**config.mk**
```make
export PLATFORM = sky130hd
export DESIGN_NAME = hdlc_tx
export DESIGN_NICKNAME = d
export VERILOG_FILES = /design/src/rtl/hdlc_tx_pkg.sv /design/src/rtl/hdlc_tx_fifo.sv /design/src/rtl/hdlc_tx_ser.sv /design/src/rtl/hdlc_tx_irq.sv /design/src/rtl/hdlc_tx.sv
export SDC_FILE = /design/constraint.sdc
export NUM_CORES = 1
export LEC_CHECK = 0
export BUFFER_PORTS_ARGS = -buffer_cell sky130_fd_sc_hd__buf_4
export CORE_MARGIN = 2
export CORE_UTILIZATION = 55
export CTS_CLUSTER_DIAMETER = 200
export DETAILED_ROUTE_END_ITERATION = 10
export PLACE_DENSITY = 0.68
export SETUP_SLACK_MARGIN = 0.02
export SLEW_MARGIN = 5
export SYNTH_ARGS = -nofsm -noshare
export SYNTH_HDL_FRONTEND = slang
export SYNTH_SLANG_ARGS = --single-unit
```
**constraint.sdc**
```tcl
create_clock -name clk -period 5.4 [get_ports clk]
set_input_delay 1.08 -clock clk [delete_from_list [all_inputs] [get_ports clk]]
set_output_delay 1.08 -clock clk [all_outputs]
set_load 0.05 [all_outputs]
```
**src/rtl/hdlc_tx_pkg.sv**
```systemverilog
package hdlc_tx_pkg;

  typedef enum logic [2:0] {
    SR_IDLE,
    SR_DATA,
    SR_FCS_LO,
    SR_FCS_HI,
    SR_ABORT
  } ser_state_e;

  localparam logic [7:0]  FLAG_OCTET = 8'h7E;
  localparam logic [7:0]  ABORT_RUN  = 8'h7F;
  localparam logic [15:0] FCS_SEED   = 16'hFFFF;
  localparam logic [15:0] FCS_POLY_R = 16'h8408;

  // one octet through the reflected CRC-16, LSB first
  function automatic logic [15:0] fcs_step(input logic [15:0] c, input logic [7:0] d);
    logic [15:0] r;
    r = c;
    for (int i = 0; i < 8; i++) begin
      if (r[0] ^ d[i]) r = (r >> 1) ^ FCS_POLY_R;
      else             r = r >> 1;
    end
    return r;
  endfunction

endpackage

```
**src/rtl/hdlc_tx_fifo.sv**
```systemverilog
module hdlc_tx_fifo #(
  parameter int DEPTH = 32,
  parameter int W     = 9,
  localparam int AW   = $clog2(DEPTH),
  localparam int LW   = $clog2(DEPTH + 1)
) (
  input  logic          clk,
  input  logic          rst_n,
  input  logic          clr,
  input  logic          push,
  input  logic [W-1:0]  din,
  input  logic          pop,
  output logic [W-1:0]  dout,
  output logic [LW-1:0] level,
  output logic          full,
  output logic          empty
);

  logic [W-1:0]  mem [DEPTH];
  logic [AW-1:0] wp, rp;
  logic          do_push, do_pop;

  function automatic logic [AW-1:0] bump(input logic [AW-1:0] p);
    return (p == AW'(DEPTH - 1)) ? '0 : p + AW'(1);
  endfunction

  assign full    = (level == LW'(DEPTH));
  assign empty   = (level == '0);
  assign do_push = push && !full && !clr;
  assign do_pop  = pop && !empty && !clr;
  assign dout    = mem[rp];

  always_ff @(posedge clk) begin
    if (do_push) mem[wp] <= din;
  end

  always_ff @(posedge clk or negedge rst_n) begin
    if (!rst_n) begin
      wp    <= '0;
      rp    <= '0;
      level <= '0;
    end else if (clr) begin
      wp    <= '0;
      rp    <= '0;
      level <= '0;
    end else begin
      if (do_push) wp <= bump(wp);
      if (do_pop)  rp <= bump(rp);
      case ({do_push, do_pop})
        2'b10:   level <= level + LW'(1);
        2'b01:   level <= level - LW'(1);
        default: level <= level;
      endcase
    end
  end

endmodule

```
**src/rtl/hdlc_tx_ser.sv**
```systemverilog
module hdlc_tx_ser
  import hdlc_tx_pkg::*;
(
  input  logic       clk,
  input  logic       rst_n,
  input  logic       en,
  input  logic       crc_on,
  input  logic       strobe,
  input  logic       start_ok,
  input  logic       fifo_empty,
  input  logic [7:0] fifo_dout,
  input  logic       fifo_eom,
  output logic       pop,
  output logic       underrun_ev,
  output logic       frame_active,
  output logic       tx_bit
);

  ser_state_e  state, nx_state;
  logic [7:0]  sh, nx_sh;
  logic [3:0]  cnt, nx_cnt;
  logic        stuf, nx_stuf;
  logic [2:0]  ones;
  logic [15:0] crc, nx_crc;
  logic        last_eom, nx_eom;
  logic        take, udr;
  logic        stuff_now, boundary;

  assign stuff_now    = (ones == 3'd5);
  assign boundary     = strobe && !stuff_now && (cnt == 4'd1);
  assign pop          = boundary && take;
  assign underrun_ev  = boundary && udr;
  assign frame_active = (state != SR_IDLE);

  // choice of the next unit on the line, taken at each unit boundary
  always_comb begin
    nx_state = state;
    nx_sh    = FLAG_OCTET;
    nx_cnt   = 4'd8;
    nx_stuf  = 1'b0;
    nx_crc   = crc;
    nx_eom   = last_eom;
    take     = 1'b0;
    udr      = 1'b0;
    case (state)
      SR_IDLE: begin
        if (en && start_ok && !fifo_empty) begin
          take     = 1'b1;
          nx_sh    = fifo_dout;
          nx_stuf  = 1'b1;
          nx_crc   = fcs_step(FCS_SEED, fifo_dout);
          nx_eom   = fifo_eom;
          nx_state = SR_DATA;
        end
      end
      SR_DATA: begin
        if (last_eom) begin
          if (crc_on) begin
            nx_sh    = ~crc[7:0];
            nx_stuf  = 1'b1;
            nx_state = SR_FCS_LO;
          end else begin
            nx_state = SR_IDLE;
          end
        end else if (fifo_empty) begin
          nx_sh    = ABORT_RUN;
          nx_cnt   = 4'd7;
          udr      = 1'b1;
          nx_state = SR_ABORT;
        end else begin
          take    = 1'b1;
          nx_sh   = fifo_dout;
          nx_stuf = 1'b1;
          nx_crc  = fcs_step(crc, fifo_dout);
          nx_eom  = fifo_eom;
        end
      end
      SR_FCS_LO: begin
        nx_sh    = ~crc[15:8];
        nx_stuf  = 1'b1;
        nx_state = SR_FCS_HI;
      end
      default: nx_state = SR_IDLE;
    endcase
  end

  always_ff @(posedge clk or negedge rst_n) begin
    if (!rst_n) begin
      state    <= SR_IDLE;
      sh       <= FLAG_OCTET;
      cnt      <= 4'd8;
      stuf     <= 1'b0;
      ones     <= '0;
      crc      <= FCS_SEED;
      last_eom <= 1'b0;
      tx_bit   <= 1'b1;
    end else if (strobe) begin
      if (stuff_now) begin
        tx_bit <= 1'b0;
        ones   <= '0;
      end else begin
        tx_bit <= sh[0];
        ones   <= (stuf && sh[0]) ? ones + 3'd1 : 3'd0;
        if (cnt == 4'd1) begin
          state    <= nx_state;
          sh       <= nx_sh;
          cnt      <= nx_cnt;
          stuf     <= nx_stuf;
          crc      <= nx_crc;
          last_eom <= nx_eom;
        end else begin
          sh  <= sh >> 1;
          cnt <= cnt - 4'd1;
        end
      end
    end
  end

endmodule

```
**src/rtl/hdlc_tx_irq.sv**
```systemverilog
module hdlc_tx_irq #(
  parameter int N = 4
) (
  input  logic         clk,
  input  logic         rst_n,
  input  logic [N-1:0] ev,
  input  logic [N-1:0] en,
  input  logic [N-1:0] clr,
  output logic [N-1:0] flags,
  output logic         irq
);

  for (genvar i = 0; i < N; i++) begin : g_flag
    always_ff @(posedge clk or negedge rst_n) begin
      if (!rst_n)     flags[i] <= 1'b0;
      else if (ev[i]) flags[i] <= 1'b1;
      else if (clr[i]) flags[i] <= 1'b0;
    end
  end

  assign irq = |(flags & en);

endmodule

```
**src/rtl/hdlc_tx.sv**
```systemverilog
module hdlc_tx #(
  parameter int DEPTH = 32,
  localparam int LW   = $clog2(DEPTH + 1)
) (
  input  logic          clk,
  input  logic          rst_n,
  input  logic          cfg_en,
  input  logic          cfg_fifo_clr,
  input  logic          cfg_crc_on,
  input  logic [LW-1:0] cfg_upper,
  input  logic [LW-1:0] cfg_lower,
  input  logic [3:0]    irq_en,
  input  logic [3:0]    irq_clr,
  input  logic          wr_valid,
  input  logic [7:0]    wr_data,
  input  logic          wr_eom,
  input  logic          bit_strobe,
  output logic          tx_bit,
  output logic [LW-1:0] fifo_level,
  output logic [3:0]    irq_flags,
  output logic          irq
);

  logic [8:0]    q_dout;
  logic          q_full, q_empty, q_pop;
  logic          wr_take, full_q;
  logic [LW-1:0] eom_cnt;
  logic          start_ok, frame_active;
  logic          ev_full, ev_ovr, ev_udr, ev_low;

  function automatic logic low_cross(input logic popping,
                                     input logic [LW-1:0] lvl,
                                     input logic [LW-1:0] thr);
    return popping && (thr != '0) && (lvl == thr);
  endfunction

  assign wr_take  = wr_valid && !q_full && !cfg_fifo_clr;
  assign start_ok = (eom_cnt != '0) || (fifo_level >= cfg_upper);

  hdlc_tx_fifo #(.DEPTH(DEPTH), .W(9)) u_fifo (
    .clk   (clk),
    .rst_n (rst_n),
    .clr   (cfg_fifo_clr),
    .push  (wr_take),
    .din   ({wr_eom, wr_data}),
    .pop   (q_pop),
    .dout  (q_dout),
    .level (fifo_level),
    .full  (q_full),
    .empty (q_empty)
  );

  hdlc_tx_ser u_ser (
    .clk          (clk),
    .rst_n        (rst_n),
    .en           (cfg_en),
    .crc_on       (cfg_crc_on),
    .strobe       (bit_strobe),
    .start_ok     (start_ok),
    .fifo_empty   (q_empty),
    .fifo_dout    (q_dout[7:0]),
    .fifo_eom     (q_dout[8]),
    .pop          (q_pop),
    .underrun_ev  (ev_udr),
    .frame_active (frame_active),
    .tx_bit       (tx_bit)
  );

  // count of complete packets held in the FIFO
  always_ff @(posedge clk or negedge rst_n) begin
    if (!rst_n) begin
      eom_cnt <= '0;
      full_q  <= 1'b0;
    end else begin
      full_q <= q_full;
      if (cfg_fifo_clr) eom_cnt <= '0;
      else begin
        case ({wr_take && wr_eom, q_pop && q_dout[8]})
          2'b10:   eom_cnt <= eom_cnt + LW'(1);
          2'b01:   eom_cnt <= eom_cnt - LW'(1);
          default: eom_cnt <= eom_cnt;
        endcase
      end
    end
  end

  assign ev_full = q_full && !full_q;
  assign ev_ovr  = wr_valid && q_full && !cfg_fifo_clr;
  assign ev_low  = low_cross(q_pop, fifo_level, cfg_lower);

  hdlc_tx_irq #(.N(4)) u_irq (
    .clk   (clk),
    .rst_n (rst_n),
    .ev    ({ev_full, ev_ovr, ev_udr, ev_low}),
    .en    (irq_en),
    .clr   (irq_clr),
    .flags (irq_flags),
    .irq   (irq)
  );

endmodule

```
* Word level (Yosys, flattened, before mapping)
Memories as Yosys holds them, arrays and structs flattened.
Cells that the tools add are included.
** Storage, ports and cells
- ROM bits :: 0
- Logic and storage cells :: 229
- Memories :: 1
- Bits in latches :: 0
- Bits in registers :: 64
- RAM bits :: 288
- Input port bits :: 36
** Operators by class
- Div/mod/pow operators :: 0
- Magnitude comparators :: 1
- Reduce and logical (&&, ||, !) cells :: 45
- Muxes and demuxes :: 107
- Equal/unequal tests :: 16
- $add $sub $neg :: 8
- Shift-type cells :: 0
- Bitwise logic cells :: 34
- Multipliers :: 0
** Memory list
- u_fifo.mem :: words 32, bits a word 9, rd ports 1, clocked after memory_dff 0, write ports 1, line hdlc_tx_fifo.sv:19 : logic [W-1:0] mem [DEPTH];
** Operators by type and width (number)
- 16-bit two-way mux :: 54
- 2-bit NOT with 3-bit output :: 15
- 8-bit two-way mux :: 5
- 16-bit case mux with 2 select lines :: 1
- 5-bit two-way mux :: 6
- 6-bit case mux with 2 select lines :: 2
- 8-bit case mux with 3 select lines :: 1
- 1-bit two-way mux :: 22
- 1-bit logical AND :: 20
- 4-bit two-way mux :: 4
- 8-bit NOT :: 2
- 3-bit two-way mux :: 5
- 1-bit XOR :: 15
- 2-bit nonzero test :: 7
- 6-bit by 1-bit adder with 6-bit output, second input constant :: 2
- 6-bit two-way mux :: 2
- 6-bit nonzero test :: 2
- 6-bit by 1-bit subtractor with 6-bit output, second input constant :: 2
- 5-bit by 1-bit adder with 5-bit output, second input constant :: 2
- 5-bit equality test, second input constant :: 2
- 5-bit AND reduction :: 2
- 3-bit case mux with 3 select lines :: 1
- 7-bit AND reduction :: 1
- 6-bit equality test :: 1
- 26 further kinds :: 35

* Logic depth before layout (Yosys ltp)
An unclocked memory read counts as a cell.
- Word-level depth :: 41
- Depth in mapped cells :: 19
- Gate-level depth less buffers :: 16

* Hierarchy
A second synthesis with hierarchy kept.
** Second synthesis, totals
- Cell total of the unflattened synthesis :: 990
- Area, all modules :: 15904.0 um^2
** By module, submodules not included
- hdlc_tx_fifo :: times used 1, cells an instance 580, area an instance 12231.7 um^2
- hdlc_tx_ser :: times used 1, cells an instance 294, area an instance 2675.1 um^2
- hdlc_tx :: times used 1, cells an instance 101, area an instance 832.0 um^2
- hdlc_tx_irq :: times used 1, cells an instance 15, area an instance 165.2 um^2

* Worst setup path before layout
OpenSTA, ideal clock, no wires.
- Kind :: input to register
- From :: input bit_strobe
- To :: register u_fifo.level[5]
- Buffers on the path :: 3
- Stages on the path :: 16
- Path slack :: 1011 ps
- Data arrival time :: 4257 ps
- Setup time :: 132 ps
- Data required time :: 5268 ps
- Cell sequence :: a21boi_2 > nand2_2 > or3_1 > clkbuf_1 > a211o_1 > buf_4 > clkbuf_1 > nor3_1 > ha_1 > a21o_1 > a21oi_1 > o21bai_1 > a21o_1 > o31ai_1 > xnor2_1 > nor2_1
** On the way
- Longest elaborated chain between the ends :: 8
** Ends and longest elaborated chain
- start, declared :: line hdlc_tx.sv:17 : input logic bit_strobe,
- 1-bit logical AND * (2 in series) :: line hdlc_tx_ser.sv:30 : assign boundary = strobe && !stuff_now && (cnt == 4'd1);
- 1-bit logical AND * :: line hdlc_tx_ser.sv:31 : assign pop = boundary && take;
- 1-bit logical AND * (2 in series) :: line hdlc_tx_fifo.sv:30 : assign do_pop = pop && !empty && !clr;
- 2-bit by 1-bit equality test with 1-bit output / 2-bit equality test (equally long branches) :: line hdlc_tx_fifo.sv:49 : case ({do_push, do_pop})
- 6-bit case mux with 2 select lines :: line hdlc_tx_fifo.sv:49
- 6-bit two-way mux :: line hdlc_tx_fifo.sv:42 : end else if (clr) begin
- end signal, assigned :: line hdlc_tx_fifo.sv:50 : 2'b10: level <= level + LW'(1);
- end signal, assigned :: line hdlc_tx_fifo.sv:51 : 2'b01: level <= level - LW'(1);
- end signal, assigned :: line hdlc_tx_fifo.sv:52 : default: level <= level;
- end, declared :: line hdlc_tx_fifo.sv:14 : output logic [LW-1:0] level,
Mark *: on every way between the ends. The rest lies on a longest branch, timed or not.
A chain may end at the register's enable or synchronous reset.

* Final worst setup path
- From :: register u_fifo.rp[1]
- To :: register eom_cnt[4]
** On the way
- Longest elaborated chain between the ends :: 5
** Ends and longest elaborated chain
- start, declared :: line hdlc_tx_fifo.sv:20 : logic [AW-1:0] wp, rp;
- start signal, assigned :: line hdlc_tx_fifo.sv:48 : if (do_pop) rp <= bump(rp);
- memory read 32 x 9 bit *
- 1-bit logical AND * :: line hdlc_tx.sv:78 : case ({wr_take && wr_eom, q_pop && q_dout[8]})
- 2-bit by 1-bit equality test with 1-bit output / 2-bit equality test (equally long branches) :: line hdlc_tx.sv:78
- 6-bit case mux with 2 select lines :: line hdlc_tx.sv:78
- 6-bit two-way mux :: line hdlc_tx.sv:76 : if (cfg_fifo_clr) eom_cnt <= '0;
- end signal, assigned :: line hdlc_tx.sv:79 : 2'b10: eom_cnt <= eom_cnt + LW'(1);
- end signal, assigned :: line hdlc_tx.sv:80 : 2'b01: eom_cnt <= eom_cnt - LW'(1);
- end signal, assigned :: line hdlc_tx.sv:81 : default: eom_cnt <= eom_cnt;
- end, declared :: line hdlc_tx.sv:27 : logic [LW-1:0] eom_cnt;
Marked as above.

==> results by group <==
Outcome
  – Status: complete, no violations

Yosys
  – Seq/Total Area, Yosys: between 60 and 70%
  – Asr flop ratio synth: around 18%
  – Mapped Cells: 1034
  – Yosys synthesis warning count: 0
  – Cell variety after synth: 77
  – Syn Std Cell Area: between 0.015 and 0.02 sq mm
  – Number of synthesized flops with an enable pin: 288
  – Yosys reg bits: between 300 and 400
  – Cell taking the most area after synthesis: edfxtp_1
  – Yosys top cell area share: 55.0%
  – Syn_nets: ~1.1k
  – Mean Syn Cell Area: 15.2 sq um
  – Top_reg_cell synth: edfxtp_1
  – Largest cells by area after synthesis: edfxtp_1 (55%), mux4_2 (9.0%), dfrtp_1 (6.4%)

Setup path
  – CP required: about 5800 ps
  – Critical Path Start Type: flip-flop
  – Critical Path AT: roughly 4600 ps
  – Worst path slowest cell: dfrtp_4
  – CP Max Fanout: 36
  – CP peak stage delay: approximately 770 ps
  – CP Cell Sequence: buf_4 -> mux4_2 -> mux2i_1 -> nor2_1 -> nor4_4 -> or3_4 -> xnor2_1 -> ha_1 -> nor2_1 -> nor4_1 -> o221ai_1 -> a2111oi_0 -> nand3b_1
  – Worst setup path class: flip-flop to flip-flop
  – Reg2reg start: u_fifo.rp[1]
  – Reg2Reg Capture Point: eom_cnt[4]
  – Most used cell, CP: nor2_1
  – Reg2Reg Setup Slack: 1270 ps
  – CP Capture Type: flip-flop
  – R2r worst-path depth: 13

STA
  – Final Max Slew Viols: 0
  – Setup TNS: 0 ps
  – Fmax achieved: around 240 MHz
  – Worst slew pin tran: 1110 ps
  – Skew final: between 15 and 20 ps
  – Final min period: roughly 4100 ps
  – Slew HR: about 26%
  – Final period utilization: between 70 and 80%
  – RSZ-0062 raised after global routing: false
  – Fin. Hold Viols: 0
  – Setup violations, final: 0

Drt
  – Detailed Routing Iterations Pass 1: 7
  – Post-route ant nets: 0
  – Via count: 8880
  – Total wire length: roughly 33000 um
  – Via/cell ratio: ~6.0
  – Routed length per placed instance: 22.4 um
  – DRC violations left: 0
  – Iteration-0 DRC Markers: between 700 and 800

Final layout
  – ANT cells: 0
  – Finished Layout Cells: about 1.5k
  – Register Area: slightly above 0.01 sq mm
  – Filler instances: approximately 2.1k
  – Layout area overhead: 11.2%
  – Nets: 1142
  – Area of the multi-input gates: between 0.005 and 0.006 sq mm
  – Fraction of layout cells with a size suffix above 1: between 20% and 30%

Power
  – Net Sw Power: 1250 uW
  – Worst VDD drop: between 0.0002 and 0.0003 V
  – Power, Total: slightly below 6000 uW
  – Sw frac: between 20 and 25%
  – Clock Power Share: 41.6%
  – Leak: between 0.005 and 0.006 uW
  – Seq pwr share: 52.8%
  – PwrDens: between 300 and 400 mW/mm^2
  – Comb power frac: 5.6%
  – Pint: around 4600 uW

Global route
  – Met3 usage: ~4.3%
  – Initial antenna violation count: 0
  – First-pass GRT wire length: between 50000 and 60000 um
  – Number of global-route vias before repair: 9074
  – Global Route Usage Sum: between 20 and 25%
  – M1 GR Usage: a little under a third
  – Largest net degree at the start of global routing: 65
  – GRT overflow: 0
  – GR Layer Usage met2: 38.5%
  – GRT Max-Usage Layer: met2

Worst hold path
  – Hold path startpoint: full_q
  – WHS Endpoint: u_irq.flags[3]
  – Hold path cells: 1
  – Hold crit path type: flip-flop to flip-flop

Floorplanning
  – Row Count: between 60 and 70
  – Die W: ~170 um
  – IO Pins: 48
  – Starting Density: between 50% and 60%
  – Core area: approximately 0.028 sq mm
  – Die height: between 150 and 200 um
  – Full die area: roughly 0.030 sq mm

Place
  – Final HPWL DP: around 21000 um
  – Gpl congestion: 0.843
  – IO buf count: between 40 and 50
  – Placed cells: between 1k and 1.5k

Clocking
  – CTS Hold Buffers Added: 0
  – Post-CTS Setup Bufs: 0
  – H-Tree Depth: 2
  – Cts bufs inserted: 37
  – Root buf cell: clkbuf_16
  – Max clock buf depth: 3
  – Sink Count: about 350
  – Skew-Pair Late Insertion Delay: around 520 ps
  – Post-CTS Resized: 0
  – TritonCTS clock tree: built
  – Worst-path clk slew: ~60 ps

Flow run
  – Max_cap viols: 0
## placed cells by master (no fill, tap or decap), drive strengths merged, types with 5 or more instances in the layout
master    n
nand2b    5
nand2    67
nor4      5
xnor2    29
a22oi    15
mux4     64
and3      5
edfxtp  288
nand3b    6
clkinv   12
inv      32
dfrtp    40
nor2     95
o31ai     7
buf      57
clkbuf   48
xor2     23
dfstp    24
a21oi    30
ha       24
o21ai    53
nand3    21
nor3     20
mux2i    41
nor2b     6
o22ai    10
a211oi    9
## registers in the layout, indices dropped and copies added (netlist names)
register	flops
u_ser.sh	8
u_ser.crc	16
u_ser.stuf	1
u_ser.cnt	4
u_fifo.level	6
full_q	1
u_fifo.mem	288
u_ser.last_eom	1
u_ser.tx_bit	1
u_fifo.rp	5
eom_cnt	6
u_irq.flags	4
u_ser.state	3
u_ser.ones	3
u_fifo.wp	5
## routing by layer
metal | part of all wire [%] | up-vias
li1 | - | 4077
met2 | 50 | 273
met4 | 2.6 | 0
met3 | 5.9 | 61
met5 | 0 | -
met1 | 42 | 4469
## synth_stat cells (7+ instances only)
cell type / count
nand2_1: 66
nor3_1: 19
o21ai_1: 12
nand3_1: 21
xor2_1: 19
dfrtp_1: 40
buf_4: 12
clkbuf_1: 23
mux2i_1: 40
inv_1: 28
o22ai_1: 10
nor2_1: 94
a211oi_1: 9
o21ai_0: 39
xnor2_1: 28
edfxtp_1: 288
dfstp_2: 24
buf_6: 7
a21oi_1: 29
a22oi_1: 14
ha_1: 24
mux4_2: 63
## power groups by stage
stage	sequential, uW	combinational, uW	clock [uW]
4_1_cts	3070	332	2470
3_3_place_gp	3120	325	0
5_1_grt	3070	370	2570
6_report	3070	328	2420
2_1_floorplan	3110	211	0
3_5_place_dp	3120	331	0
## worst max-delay path, delay by kind of cell, from the launching register on
| family | cells | cell delay (ps) |
|---|---|---|
| xor gates and xnor gates | 1 | 120 |
| and+or+nand+nor | 6 | 1360 |
| DFF | 1 | 770 |
| muxes | 2 | 530 |
| AOI/OAI and AO/OA | 2 | 590 |
| buffers and inverters | 1 | 430 |
| adders and majority gates | 1 | 230 |
## cell type report
class	instances	share of cell area [%]
flip-flops and latches	352	58.9
multi-input cells	602	28.7
repair buffers	57	2.45
well taps	378	2.71
clock buffers	48	5.54
clock inverters	18	1.00
inverters	31	0.666
## kinds of logic after synthesis
kind of cell               Yosys count  share of synthesized area (%)
DFF                                352                           65.4
and+or+nand+nor                    251                           7.41
AOI/OAI and AO/OA                  167                           7.21
muxes                              107                           12.0
buffers and inverters               80                           2.67
xor gates and xnor gates            52                           3.21
adders and majority gates           25                           2.04
## per-stage QoR
stage,area [sq um],hold WS [ps],worst slack (ps),utilization [%]
final,17500,414,1270,62.5
after global routing,17500,445,907,62.5
after CTS,17500,418,1260,62.5
after detailed placement,16300,410,882,58.4
after global placement,16300,403,911,58.4
after floorplan,15700,399,1010,-
## worst max-delay path by stage
stage            startpoint         endpoint  slack, ps  cells after the start
4_1_cts        u_fifo.rp[1]       eom_cnt[4]       1260                     13
6_report       u_fifo.rp[1]       eom_cnt[4]       1270                     13
2_1_floorplan    bit_strobe  u_fifo.level[5]       1010                     16
3_5_place_dp     bit_strobe  u_fifo.level[5]        880                     14
5_1_grt        u_fifo.rp[1]       eom_cnt[4]        910                     13
3_3_place_gp     bit_strobe  u_fifo.level[5]        910                     14
(Power assumes the default switching activity.)
